[src/rtl/ncl_pkg.sv]
package ncl_pkg;

   // Completion detector structure.
   typedef enum logic {
      CMP_FLAT    = 1'b0,
      CMP_GROUPED = 1'b1
   } cmp_style_e;

   // Next state of a hysteresis (threshold) element: set wins when all
   // inputs are high, clear when all are low, otherwise hold.
   function automatic logic hyst_next(input logic set_c,
                                      input logic clr_c,
                                      input logic cur);
      logic nxt;
      if (set_c)      nxt = 1'b1;
      else if (clr_c) nxt = 1'b0;
      else            nxt = cur;
      return nxt;
   endfunction

endpackage

[src/rtl/ncl_th22_bank.sv]
module ncl_th22_bank #(
   parameter int unsigned NRAIL = 16
) (
   input  logic             clk,
   input  logic             rst_n,
   input  logic [NRAIL-1:0] rail_in,
   input  logic             gate_in,
   output logic [NRAIL-1:0] rail_q
);

   generate
      if (NRAIL < 1) begin : g_bad_nrail
         $error("ncl_th22_bank: NRAIL must be at least 1");
      end
   endgenerate

   generate
      for (genvar i = 0; i < NRAIL; i++) begin : g_gate
         logic both_hi;
         logic both_lo;
         assign both_hi = rail_in[i] & gate_in;
         assign both_lo = ~rail_in[i] & ~gate_in;

         always_ff @(posedge clk or negedge rst_n) begin
            if (!rst_n) rail_q[i] <= 1'b0;
            else        rail_q[i] <= ncl_pkg::hyst_next(both_hi, both_lo, rail_q[i]);
         end

         // rail and request both high -> rail high next tick
         a_r2_rise_on_both: assert property (@(posedge clk) disable iff (!rst_n)
            (rail_in[i] && gate_in) |=> rail_q[i]);
         // rail and request both low -> rail low next tick
         a_r3_fall_on_both: assert property (@(posedge clk) disable iff (!rst_n)
            (!rail_in[i] && !gate_in) |=> !rail_q[i]);
         // disagreeing inputs leave the rail untouched
         a_r4_hold_on_mixed: assert property (@(posedge clk) disable iff (!rst_n)
            (rail_in[i] != gate_in) |=> $stable(rail_q[i]));
      end
   endgenerate

endmodule

[src/rtl/ncl_cgate.sv]
module ncl_cgate #(
   parameter int unsigned N = 8
) (
   input  logic         clk,
   input  logic         rst_n,
   input  logic [N-1:0] cin,
   output logic         cout
);

   generate
      if (N < 1) begin : g_bad_n
         $error("ncl_cgate: N must be at least 1");
      end
   endgenerate

   logic all_hi;
   logic all_lo;
   assign all_hi = &cin;
   assign all_lo = ~|cin;

   always_ff @(posedge clk or negedge rst_n) begin
      if (!rst_n) cout <= 1'b0;
      else        cout <= ncl_pkg::hyst_next(all_hi, all_lo, cout);
   end

   // completion only asserts after every input reported
   a_r5_set_needs_all: assert property (@(posedge clk) disable iff (!rst_n)
      $rose(cout) |-> $past(cin == {N{1'b1}}));
   // completion only clears after every input emptied
   a_r6_clear_needs_none: assert property (@(posedge clk) disable iff (!rst_n)
      $fell(cout) |-> $past(cin == {N{1'b0}}));
   // a mixed input set never moves the output
   a_r6_hold_on_mixed: assert property (@(posedge clk) disable iff (!rst_n)
      (cin != {N{1'b0}} && cin != {N{1'b1}}) |=> $stable(cout));

endmodule

[src/rtl/ncl_completion.sv]
module ncl_completion #(
   parameter int unsigned         WIDTH     = 8,
   parameter ncl_pkg::cmp_style_e CMP_STYLE = ncl_pkg::CMP_FLAT,
   parameter int unsigned         GROUP     = 4
) (
   input  logic             clk,
   input  logic             rst_n,
   input  logic [WIDTH-1:0] rail_t,
   input  logic [WIDTH-1:0] rail_f,
   output logic             done
);

   localparam int unsigned NGRP = (GROUP == 0) ? 1 : (WIDTH / GROUP);

   logic [WIDTH-1:0] bit_full;
   assign bit_full = rail_t | rail_f;

   generate
      if (CMP_STYLE == ncl_pkg::CMP_FLAT) begin : g_flat
         ncl_cgate #(.N(WIDTH)) u_word (
            .clk  (clk),
            .rst_n(rst_n),
            .cin  (bit_full),
            .cout (done)
         );
      end else begin : g_grouped
         if (GROUP < 1 || (WIDTH % GROUP) != 0) begin : g_bad_group
            $error("ncl_completion: WIDTH must be a non-zero multiple of GROUP");
         end
         logic [NGRP-1:0] grp_done;
         for (genvar g = 0; g < NGRP; g++) begin : g_grp
            ncl_cgate #(.N(GROUP)) u_grp (
               .clk  (clk),
               .rst_n(rst_n),
               .cin  (bit_full[g*GROUP +: GROUP]),
               .cout (grp_done[g])
            );
         end
         ncl_cgate #(.N(NGRP)) u_word (
            .clk  (clk),
            .rst_n(rst_n),
            .cin  (grp_done),
            .cout (done)
         );
      end
   endgenerate

endmodule

[src/rtl/ncl_hs_reg.sv]
module ncl_hs_reg #(
   parameter int unsigned         WIDTH     = 8,
   parameter ncl_pkg::cmp_style_e CMP_STYLE = ncl_pkg::CMP_FLAT,
   parameter int unsigned         GROUP     = 4
) (
   input  logic             clk,
   input  logic             rst_n,
   input  logic [WIDTH-1:0] in_t,
   input  logic [WIDTH-1:0] in_f,
   input  logic             from_next,
   output logic [WIDTH-1:0] out_t,
   output logic [WIDTH-1:0] out_f,
   output logic             to_prev
);

   localparam int unsigned NRAIL = 2 * WIDTH;

   generate
      if (WIDTH < 1) begin : g_bad_width
         $error("ncl_hs_reg: WIDTH must be at least 1");
      end
   endgenerate

   // One bank gates both rail sets against the downstream request.
   logic [NRAIL-1:0] rails_in;
   logic [NRAIL-1:0] rails_q;
   assign rails_in = {in_f, in_t};

   ncl_th22_bank #(.NRAIL(NRAIL)) u_bank (
      .clk    (clk),
      .rst_n  (rst_n),
      .rail_in(rails_in),
      .gate_in(from_next),
      .rail_q (rails_q)
   );

   assign out_t = rails_q[WIDTH-1:0];
   assign out_f = rails_q[NRAIL-1:WIDTH];

   logic word_done;

   ncl_completion #(
      .WIDTH    (WIDTH),
      .CMP_STYLE(CMP_STYLE),
      .GROUP    (GROUP)
   ) u_cmp (
      .clk   (clk),
      .rst_n (rst_n),
      .rail_t(out_t),
      .rail_f(out_f),
      .done  (word_done)
   );

   assign to_prev = ~word_done;

   // reset empties the stage and requests DATA
   a_r1_reset_state: assert property (@(posedge clk)
      !rst_n |=> (out_t == '0 && out_f == '0 && to_prev));

   generate
      for (genvar i = 0; i < WIDTH; i++) begin : g_chk
         // a true-valued bit never turns into a false-valued one directly
         a_r7_no_swap_t: assert property (@(posedge clk) disable iff (!rst_n)
            out_t[i] |=> !out_f[i]);
         // and the reverse
         a_r7_no_swap_f: assert property (@(posedge clk) disable iff (!rst_n)
            out_f[i] |=> !out_t[i]);
      end
   endgenerate

endmodule

[config.mk]
export PLATFORM = sky130hd
export DESIGN_NAME = ncl_hs_reg
export DESIGN_NICKNAME = d
export VERILOG_FILES = /design/src/rtl/ncl_pkg.sv /design/src/rtl/ncl_th22_bank.sv /design/src/rtl/ncl_cgate.sv /design/src/rtl/ncl_completion.sv /design/src/rtl/ncl_hs_reg.sv
export SDC_FILE = /design/constraint.sdc
export NUM_CORES = 1
export LEC_CHECK = 0
export ABC_CLOCK_PERIOD_IN_PS = 2100
export CAP_MARGIN = 20
export CORE_MARGIN = 2
export CORE_UTILIZATION = 45
export DETAILED_ROUTE_END_ITERATION = 7
export GPL_TIMING_DRIVEN = 0
export PLACE_DENSITY = 0.83
export SYNTH_ARGS = -nofsm -noshare
export SYNTH_HDL_FRONTEND = slang
export SYNTH_SLANG_ARGS = --single-unit
[constraint.sdc]
create_clock -name clk -period 2.1 [get_ports clk]
set_clock_uncertainty 0.15 [all_clocks]
set_input_delay 0.42 -clock clk [delete_from_list [all_inputs] [get_ports clk]]
set_output_delay 0.42 -clock clk [all_outputs]
set_load 0.005 [all_outputs]
==> impl_results.md <==
- Final core utilization: 0.686
- Synth Instances: 62
- GP Congestion: 0.668
- GR Layer Usage met2: 0.279
- Clock group share of total power: 0.210
- Worst hold margin: 0.389 ns
- DR WL/cell: 14.0 µm
- Critical Path AT: 1.98 ns
- Mapped cell area: 907 µm²
- GRT Residual Overflow: 0
- Maxcap violations: 0
- Register area share after synthesis: 0.469
- Sw frac: 0.267
- Post-synth top cells: dfrtp_1, ha_1, mux2_2
- Tcrit/Tclk final: 0.930
- Post-Route WL: roughly 1800 µm
- Crit path launch type: input port
- GRT met1 Usage: 0.214
- First-pass GRT wire length: 3080 µm
- FFs w/ async S/R, synth: 1.00
- Buffer and inverter count on the worst path: 1
- Peak VDD IR: 0.000383 V
- Final count of pins violating max slew: 0
- Pint: 0.613 mW
- Share of the synthesized area in the top cell type: 0.469
- Tightest Pin Transition: approximately 0.75 ns
- Pin count of the biggest net entering global routing: 18
- Final hold vios: 0
- CP delay by family, top: buffers and inverters
- Area Growth Syn to Fin: 45.2%
- LEAKAGE: between 0.5 and 0.6 nW
- Initial detailed-routing violation count: 4
- CTS tree: done
- Initial Util: 0.472
- Synth area leaders: dfrtp_1, ha_1, mux2_2, nor4_2, o22ai_1
- Synth area leader: dfrtp_1
- Reg power frac: 0.502
- Nets: ~140
- Status: finished, final reports clean
- I/O Buffers: 35
- Post-synth EDFFs: 0
- Slew headroom: 0.501
- Site Rows: 16
- Pre-Repair DR Iteration Count: 4
- Synth cell types: 9
- Critical path class: input port to register
- Crit path required time: 2.13 ns
- Ys Warns: 0
- Hold buffer count at CTS: 0
- Die Width: 48.9 µm
- DPL Wire Length: 1400 µm
- DR vias: 677
- Final worst slack: 0.148 ns
- Met3 Use GR: 0.0368
- H-tree depth: 1
- CP max stage delay: 0.75 ns
- Most frequent cell after synthesis: dfrtp_1
- Setup violations, final: 0
- Mapped Nets: 97
- RSZ-0062 raised after global routing: no
- Net Sw Power: 0.223 mW
- Max clock buf depth: 2
- Vias in the first global route: roughly 670
- Initial antenna violation count: 0
- CP max stage cell: clkdlybuf4s50_1
- HP Class: register to register
- Die Y: 48.9 µm
- Via-to-Cell Ratio: ~5.3
- Seq cells post-synth: 17
- CP max FO: 16
- Setup repair bufs after CTS: 0
- DRC: 0
- Global route hottest layer: met2
- Cts repair resizes: 0
- CTS Sinks: 17
- GRT Util Overall: 0.165
- Fmax: just over 500 MHz
- Combinational fraction of design power: 0.288
- IO Pins: 36
- Total Die Area: between 0.002 and 0.0025 mm²
- Clock root buffer: clkbuf_4
- Skew-Pair Late Insertion Delay: 0.29 ns
- ANT nets after route: 0
- Avg Inst Size Synth: between 10 and 15 µm²
- Crit path time final: 1.95 ns
- Pwr Total: 0.836 mW
- Layout cells sized above 1: 0.228
- Main synth FF type: dfrtp_1
- Core area: 0.00192 mm²
- Crit path capture type: register
- Power per cell area: 634 mW/mm²
- Num CTS Buffers: 3
- N_diodes: 0
- Pre-CTS setup slack: -0.188 ns
- Clk slew on worst S/H paths: 0.10 ns
- Critical path, cell by cell: clkdlybuf4s50_1 > ha_1 > mux2_2
==> stage by stage <==
step / instances / instance area [µm²] / TNS (ns)
5_1_grt: 128 / 1320 / 0
2_1_floorplan: 62 / 907 / 0
6_report: 128 / 1320 / 0
3_3_place_gp: 124 / 1290 / -2.70
4_1_cts: 128 / 1320 / 0
3_5_place_dp: 124 / 1290 / -2.90
==> cells by family (layout without fill, tap and decap cells) <==
kind of cell,Yosys count,in the layout,synth area share
AND/OR/NAND/NOR,7,7,0.0704
buffers and inverters,1,40,0.00413
flip-flops,17,17,0.469
AO/OA/AOI/OAI,5,5,0.0372
adder cells (fa/ha/maj),16,16,0.221
multiplexers,16,16,0.199
==> layer usage <==
| metal | wire length, µm | vias to the layer above |
|---|---|---|
| li1 | - | 318 |
| met1 | 790 | 331 |
| met2 | 892 | 26 |
| met3 | 90 | 2 |
| met4 | 13 | 0 |
| met5 | 0 | - |
==> state kept, by name (all words and copies together), names as in the netlist <==
signal	cells
u_bank.rail_q	16
u_cmp.g_flat.u_word.cout	1
==> layout by cell type (no fill, tap or decap), drive strengths merged <==
master	count
dfrtp	17
o22ai	4
ha	16
clkbuf	4
a22o	1
nor2	2
nor4	4
inv	1
nand4	1
clkdlybuf4s50	35
mux2	16
==> worst reg2reg max path, cell delays in order, from the launching register on <==
cell	delay [ns]
dfrtp_1	0.44
nor4_2	0.29
nand4_1	0.12
a22o_1	0.24
==> worst paths after layout <==
check	to	slack, ns	depth (start not counted)	start
worst max-delay path	u_bank.rail_q[3]	0.15	3	from_next
worst min register to register	u_cmp.g_flat.u_word.cout	0.39	1	u_cmp.g_flat.u_word.cout
max in group asynchronous	u_bank.rail_q[11]	0.92	1	rst_n
min in group asynchronous	u_bank.rail_q[4]	0.41	1	rst_n
worst min-delay path	u_cmp.g_flat.u_word.cout	0.39	1	u_cmp.g_flat.u_word.cout
worst max register to register	u_cmp.g_flat.u_word.cout	0.75	3	u_bank.rail_q[13]
==> power groups by stage <==
stage	clock (mW)	combinational, mW	sequential [mW]
detailed placement	0	0.244	0.427
global placement	0	0.236	0.424
floorplan	0	0.0952	0.420
CTS	0.179	0.245	0.420
finish	0.176	0.241	0.420
global route	0.194	0.265	0.428
==> final cells by class <==
type	count	area, µm²
flip-flops and latches	17	425
well taps	27	33.8
multi-input cells	44	478
inverters	1	3.75
fillers	151	604
repair buffers	35	350
clock buffers	4	26.3
No activity file was read; power rests on OpenSTA's default activity.
